`config.mk`:
```
export PLATFORM = sky130hd
export DESIGN_NAME = flash_row_prog
export DESIGN_NICKNAME = d
export VERILOG_FILES = /design/src/rtl/flash_prog_pkg.sv /design/src/rtl/flash_wait_timer.sv /design/src/rtl/flash_row_match.sv /design/src/rtl/flash_byte_tally.sv /design/src/rtl/flash_row_prog.sv
export SDC_FILE = /design/constraint.sdc
export NUM_CORES = 1
export LEC_CHECK = 0
export BUFFER_PORTS_ARGS = -buffer_cell sky130_fd_sc_hd__buf_2
export CORE_ASPECT_RATIO = 1.75
export CORE_MARGIN = 1.5
export CORE_UTILIZATION = 35
export CTS_BUF_LIST = sky130_fd_sc_hd__clkbuf_4
export CTS_CLUSTER_DIAMETER = 100
export CTS_CLUSTER_SIZE = 28
export DETAILED_ROUTE_END_ITERATION = 12
export GPL_TIMING_DRIVEN = 1
export SLEW_MARGIN = 0
export SYNTH_ARGS = -nofsm -noshare
export SYNTH_HDL_FRONTEND = slang
export SYNTH_SLANG_ARGS = --single-unit
```
`constraint.sdc`:
```
create_clock -name clk -period 1.97 [get_ports clk]
set_input_delay 0.2955 -clock clk [delete_from_list [all_inputs] [get_ports clk]]
set_output_delay 0.2955 -clock clk [all_outputs]
set_load 0.01 [all_outputs]
```
`src/rtl/flash_prog_pkg.sv`:
```
package flash_prog_pkg;

  typedef enum logic [2:0] {
    ST_IDLE,
    ST_LATCH,
    ST_NVS,
    ST_PGS,
    ST_DATA,
    ST_PROG,
    ST_NVH,
    ST_RCV
  } prog_state_t;

  function automatic int unsigned max2(input int unsigned a, input int unsigned b);
    return (a > b) ? a : b;
  endfunction

endpackage

```
`src/rtl/flash_wait_timer.sv`:
```
module flash_wait_timer #(
  parameter int unsigned CNT_W = 4
) (
  input  logic             clk,
  input  logic             rst,
  input  logic             load,
  input  logic [CNT_W-1:0] load_val,
  output logic             zero
);

  logic [CNT_W-1:0] cnt_q;

  always_ff @(posedge clk) begin
    if (rst) begin
      cnt_q <= '0;
    end else if (load) begin
      cnt_q <= load_val;
    end else if (cnt_q != '0) begin
      cnt_q <= cnt_q - 1'b1;
    end
  end

  assign zero = (cnt_q == '0);

endmodule

```
`src/rtl/flash_row_match.sv`:
```
module flash_row_match #(
  parameter int unsigned ADDR_W = 16,
  parameter int unsigned OFS_W  = 6
) (
  input  logic [ADDR_W-1:0] base_addr,
  input  logic [ADDR_W-1:0] test_addr,
  output logic              in_row
);

  assign in_row = (base_addr[ADDR_W-1:OFS_W] == test_addr[ADDR_W-1:OFS_W]);

endmodule

```
`src/rtl/flash_byte_tally.sv`:
```
module flash_byte_tally #(
  parameter int unsigned ROW_BYTES = 64,
  localparam int unsigned TW = $clog2(ROW_BYTES)
) (
  input  logic clk,
  input  logic rst,
  input  logic clr,
  input  logic inc,
  output logic at_last
);

  logic [TW-1:0] count_q;

  always_ff @(posedge clk) begin
    if (rst || clr) begin
      count_q <= '0;
    end else if (inc) begin
      count_q <= count_q + 1'b1;
    end
  end

  assign at_last = (count_q == TW'(ROW_BYTES - 1));

endmodule

```
`src/rtl/flash_row_prog.sv`:
```
module flash_row_prog
  import flash_prog_pkg::*;
#(
  parameter int unsigned ADDR_W    = 16,
  parameter int unsigned DATA_W    = 8,
  parameter int unsigned ROW_BYTES = 64,
  parameter int unsigned T_NVS     = 4,
  parameter int unsigned T_PGS     = 3,
  parameter int unsigned T_PROG    = 5,
  parameter int unsigned T_NVH     = 2,
  parameter int unsigned T_RCV     = 3
) (
  input  logic              clk,
  input  logic              rst,
  input  logic              start_i,
  input  logic [ADDR_W-1:0] start_addr_i,
  input  logic              byte_valid_i,
  input  logic [ADDR_W-1:0] byte_addr_i,
  input  logic [DATA_W-1:0] byte_data_i,
  input  logic              byte_last_i,
  output logic              byte_ready_o,
  output logic              pgm_o,
  output logic              hven_o,
  output logic              arr_we_o,
  output logic [ADDR_W-1:0] arr_addr_o,
  output logic [DATA_W-1:0] arr_data_o,
  output logic              busy_o,
  output logic              done_o,
  output logic              error_o
);

  localparam int unsigned OFS_W = $clog2(ROW_BYTES);
  localparam int unsigned T_MAX =
    max2(max2(max2(T_NVS, T_PGS), max2(T_PROG, T_NVH)), T_RCV);
  localparam int unsigned CNT_W = $clog2(T_MAX + 1);

  prog_state_t st_q, st_n;
  logic              pgm_q, pgm_n, hven_q, hven_n, we_q, we_n;
  logic              rdy_q, rdy_n, busy_q, busy_n, done_q, done_n;
  logic              err_q, err_n, bad_q, bad_n, last_q, last_n;
  logic [ADDR_W-1:0] addr_q, addr_n, start_q, start_n;
  logic [DATA_W-1:0] data_q, data_n;
  logic              tmr_load, tmr_zero, tally_clr, tally_inc, at_last, in_row;
  logic [CNT_W-1:0]  tmr_val;
  logic              accept;

  flash_wait_timer #(.CNT_W(CNT_W)) u_timer (
    .clk(clk), .rst(rst), .load(tmr_load), .load_val(tmr_val), .zero(tmr_zero)
  );

  flash_row_match #(.ADDR_W(ADDR_W), .OFS_W(OFS_W)) u_match (
    .base_addr(start_q), .test_addr(byte_addr_i), .in_row(in_row)
  );

  flash_byte_tally #(.ROW_BYTES(ROW_BYTES)) u_tally (
    .clk(clk), .rst(rst), .clr(tally_clr), .inc(tally_inc), .at_last(at_last)
  );

  assign accept = byte_valid_i && rdy_q;

  always_comb begin
    st_n      = st_q;
    pgm_n     = pgm_q;
    hven_n    = hven_q;
    we_n      = 1'b0;
    addr_n    = addr_q;
    data_n    = data_q;
    rdy_n     = rdy_q;
    busy_n    = busy_q;
    done_n    = 1'b0;
    err_n     = 1'b0;
    bad_n     = bad_q;
    last_n    = last_q;
    start_n   = start_q;
    tally_clr = 1'b0;
    tally_inc = 1'b0;
    unique case (st_q)
      ST_IDLE: begin
        if (start_i) begin
          st_n      = ST_LATCH;
          pgm_n     = 1'b1;
          busy_n    = 1'b1;
          start_n   = start_addr_i;
          bad_n     = 1'b0;
          last_n    = 1'b0;
          tally_clr = 1'b1;
        end
      end
      ST_LATCH: begin
        we_n   = 1'b1;
        addr_n = start_q;
        data_n = '0;
        st_n   = ST_NVS;
      end
      ST_NVS: begin
        if (tmr_zero) begin
          hven_n = 1'b1;
          st_n   = ST_PGS;
        end
      end
      ST_PGS: begin
        if (tmr_zero) begin
          rdy_n = 1'b1;
          st_n  = ST_DATA;
        end
      end
      ST_DATA: begin
        if (accept) begin
          rdy_n = 1'b0;
          if (in_row) begin
            we_n      = 1'b1;
            addr_n    = byte_addr_i;
            data_n    = byte_data_i;
            tally_inc = 1'b1;
            last_n    = byte_last_i || at_last;
            st_n      = ST_PROG;
          end else begin
            bad_n = 1'b1;
            pgm_n = 1'b0;
            st_n  = ST_NVH;
          end
        end
      end
      ST_PROG: begin
        if (tmr_zero) begin
          if (last_q) begin
            pgm_n = 1'b0;
            st_n  = ST_NVH;
          end else begin
            rdy_n = 1'b1;
            st_n  = ST_DATA;
          end
        end
      end
      ST_NVH: begin
        if (tmr_zero) begin
          hven_n = 1'b0;
          st_n   = ST_RCV;
        end
      end
      ST_RCV: begin
        if (tmr_zero) begin
          busy_n = 1'b0;
          done_n = 1'b1;
          err_n  = bad_q;
          st_n   = ST_IDLE;
        end
      end
      default: st_n = ST_IDLE;
    endcase
  end

  // the shared wait counter is reloaded on every state change
  always_comb begin
    tmr_load = (st_n != st_q);
    unique case (st_n)
      ST_NVS:  tmr_val = CNT_W'(T_NVS - 1);
      ST_PGS:  tmr_val = CNT_W'(T_PGS - 1);
      ST_PROG: tmr_val = CNT_W'(T_PROG - 1);
      ST_NVH:  tmr_val = CNT_W'(T_NVH - 1);
      ST_RCV:  tmr_val = CNT_W'(T_RCV - 1);
      default: tmr_val = '0;
    endcase
  end

  always_ff @(posedge clk) begin
    if (rst) begin
      st_q    <= ST_IDLE;
      pgm_q   <= 1'b0;
      hven_q  <= 1'b0;
      we_q    <= 1'b0;
      addr_q  <= '0;
      data_q  <= '0;
      rdy_q   <= 1'b0;
      busy_q  <= 1'b0;
      done_q  <= 1'b0;
      err_q   <= 1'b0;
      bad_q   <= 1'b0;
      last_q  <= 1'b0;
      start_q <= '0;
    end else begin
      st_q    <= st_n;
      pgm_q   <= pgm_n;
      hven_q  <= hven_n;
      we_q    <= we_n;
      addr_q  <= addr_n;
      data_q  <= data_n;
      rdy_q   <= rdy_n;
      busy_q  <= busy_n;
      done_q  <= done_n;
      err_q   <= err_n;
      bad_q   <= bad_n;
      last_q  <= last_n;
      start_q <= start_n;
    end
  end

  assign byte_ready_o = rdy_q;
  assign pgm_o        = pgm_q;
  assign hven_o       = hven_q;
  assign arr_we_o     = we_q;
  assign arr_addr_o   = addr_q;
  assign arr_data_o   = data_q;
  assign busy_o       = busy_q;
  assign done_o       = done_q;
  assign error_o      = err_q;

endmodule

```
==> impl_summary.txt <==
----------------------------------------------------
[Outcome]
  Run status ... completed

[Detailed routing]
  Starting DRC count in detailed routing ... 121
  Routed Antenna Nets ... 0
  Pre-antenna DRT Iters ... 6
  DRC violation count after routing ... 0
  Via/cell ratio ... 5.256
  Drt wl/cell ... 15.38 um
  DR vias ... 2586
  Routed wire length ... 7565 um

[Critical path]
  Worst setup path class ... register to register
  CP Capture Type ... register
  Max stage delay cell, worst path ... nor4_4
  Launch point of the worst reg-to-reg path ... start_q[10]
  Reg-to-Reg End ... arr_data_o[4]
  Required time of the worst setup path ... 2330 ps
  Crit start category ... register
  Family with the most delay on the worst path ... simple AND/OR/NAND/NOR gates
  Setup slack of the worst register-to-register path ... 140 ps
  Critical Path Fanout Max ... 8
  Largest stage delay on the critical path ... 440 ps
  Data arrival time of the critical path ... 2190 ps
  Critical Path, Cell by Cell ... xor2_1, nor4_4, and3_1, and4_1, a22o_1
  Number of cells traversed by the worst register-to-register path ... 5
  Buf/Inv on CP ... 0

[Synth]
  Number of synthesized register bits ... 61
  Distinct cells, synth ... 48
  Synth Cell Area ... 0.002826 mm^2
  Count of warnings emitted by yosys ... 0
  Proportion of synthesized flip-flops having asynchronous set or reset ... 0
  Number of synthesized flops with an enable pin ... 0
  Syn nets ... 360
  Avg Inst Size Synth ... 9.059 um^2
  Sequential area share after synthesis ... 0.4320
  Number of instances in the synthesized netlist ... 312
  Most frequently used flop master after synthesis ... dfxtp_1

[Finish]
  Commonest cells after routing, fill and taps aside ... buf_2 (75), dfxtp_1 (61), nand2_1 (46), a21oi_1 (26), buf_4 (20)
  Count of inserted antenna diode cells ... 0
  Layout overhead on the synthesized area ... 23.55%
  Combined area of the multi-input logic cells ... 0.001481 mm^2
  Storage cell area ... 0.001221 mm^2
  Nets ... 445
  Share of the core filled with cells in the final layout ... 0.4446
  Filler cell count in the final layout ... 803
  Most common cell after layout, fill and taps aside ... buf_2
  Fraction of final layout cells sized beyond drive strength 1 ... 0.3085

[Timing]
  Fin Clk Skew ... 20.15 ps
  Slew @ Worst Pin ... 402.5 ps
  Endpoints failing setup ... 0
  Final-report max-slew violation count ... 0
  F_max ... 0.5451 GHz
  Final critical delay including setup and external delays ... 1835 ps
  Worst slew margin ... 0.7296
  Final sum of negative setup slack ... 0 ps
  Period utilization ... 0.9313
  Unrepaired setup endpoints after global routing ... false
  Number of failing hold endpoints at the final stage ... 0

[Placement]
  PortBufs ... 75
  Routability congestion estimate ... 0.8813
  HPWL after detailed placement ... 5727 um

[Flow run]
  # Max-Cap Violations ... 0

[CTS]
  Clock sink count ... 61
  Hold buffer count at CTS ... 0
  H-tree levels ... 3
  Longest Clk Path Bufs ... 2
  Clk root buf ... clkbuf_4
  Number of instances resized during post-cts repair ... 0
  Number of buffers inserted during clock tree synthesis ... 9
  CTS clock-pin slew for the worst setup and hold paths ... 120 ps
  TritonCTS clock tree ... done
  Setup bufs post-CTS ... 0
  Insertion delay of the later-clocked pin in the worst-skew pair ... 420 ps

[GRT]
  Number of global-route vias before repair ... 2582
  Initial antenna violation count ... 0
  Global route total overflow ... 0
  Pin count of the biggest net entering global routing ... 20
  Wire length of the first global-routing pass ... 12250 um
  All-Layer GR Usage ... 0.1818

[Die]
  Std cell rows ... 43
  Die extent in x ... 70.93 um
  Die span in y ... 121.9 um
  Core area ... 0.007855 mm^2
  Starting Density ... 0.3598
  I/O pin total ... 76
  Area of the die ... 0.008645 mm^2

[Power and ir drop]
  Power per standard cell area ... 1113 mW/mm^2
  Cell leakage power ... 1.469 nW
  Worst voltage drop across the vdd grid ... 507.7 uV

[Hold path]
  Worst min-delay path category ... primary input to register
  Endpoint of the worst hold path ... arr_data_o[2]
  Worst Min Path Start ... byte_data_i[2]
  Worst Hold Depth ... 2

----------------------------------------------------
final cells by class:
| cell class | instances | area share |
|---|---|---|
| multi-input combinational | 224 | 0.4242 |
| timing repair buffer | 95 | 0.1505 |
| tap | 90 | 0.03225 |
| inverter | 6 | 0.006449 |
| clock inverter | 6 | 0.01541 |
| sequential | 61 | 0.3497 |
| clock buffer | 10 | 0.02150 |
worst register-to-register path, stage by stage (launching register included):
cell,delay [ps]
dfxtp_1,340
xor2_1,180
nor4_4,440
and3_1,240
and4_1,390
a22o_1,180
cell usage after synthesis, drive strengths merged, types with 3 or more instances:
library cell	count	area, um^2
a211oi	18	185.2
and2	4	25.02
o21ai	6	30.02
or3	3	18.77
nor2	13	48.80
and3	3	18.77
mux2i	19	190.2
nor4	4	55.05
nand4	4	31.28
nand2	46	172.7
dfxtp	61	1221
clkbuf	9	33.78
xor2	10	87.58
nand2b	3	18.77
nor3	18	90.09
buf	12	72.56
a31oi	3	18.77
ha	3	37.54
a21oi	26	130.1
nand3	7	35.03
inv	6	22.52
a22o	9	78.83
xnor2	3	26.28
stage by stage:
step	hold slack [ps]	total power [mW]	instance area, um^2	setup WS (ps)	instances
floorplan	421.2	2.578	2826	255.6	312
CTS	47.16	3.937	3492	119.3	492
finish	79.60	3.887	3492	135.4	492
detailed placement	446.0	3.087	3363	70.63	476
global route	65.41	4.160	3492	29.13	492
global placement	442.7	3.075	3363	80.75	476
per-layer routing:
layer / vias up / share of wire / global-route usage
met2: 51 / 0.57 / 0.3487
met4: 0 / 0.020 / 0.08255
met5: - / 0 / 0
li1: 1287 / - / -
met1: 1234 / 0.38 / 0.1843
met3: 14 / 0.031 / 0.03557
cell families after synthesis:
family / Yosys count / synth area share
flip-flops: 61 / 0.4320
AO/OA/AOI/OAI: 72 / 0.1864
multiplexers: 19 / 0.06729
XOR/XNOR: 13 / 0.04028
adder cells (fa/ha/maj): 3 / 0.01328
AND/OR/NAND/NOR: 117 / 0.2151
buffers and inverters: 27 / 0.04559
power breakdown:
group / switching (mW) / leakage, nW / total (mW) / internal (mW)
clock: 0.456 / 0.0689 / 0.843 / 0.387
sequential: 0.128 / 0.498 / 1.57 / 1.45
combinational: 0.854 / 0.902 / 1.47 / 0.617
how the worst max path moves through the flow:
stage | cells past startpoint | slack (ps) | to | startpoint
after floorplan | 7 | 260 | arr_addr_o[10] | start_q[13]
final | 5 | 140 | arr_data_o[4] | start_q[10]
after CTS | 5 | 120 | arr_data_o[5] | start_q[10]
after global placement | 6 | 80 | u_tally.count_q[3] | byte_addr_i[10]
after detailed placement | 6 | 70 | u_tally.count_q[3] | byte_addr_i[10]
after global routing | 7 | 30 | u_timer.cnt_q[2] | u_timer.cnt_q[0]
sequential cells by signal, summed over array words and instances, names as in the netlist, 3 cells and up:
signal / flops
arr_addr_o: 16
start_q: 16
arr_data_o: 8
u_tally.count_q: 6
st_q: 3
u_timer.cnt_q: 3
No activity file was read; power rests on OpenSTA's default activity.
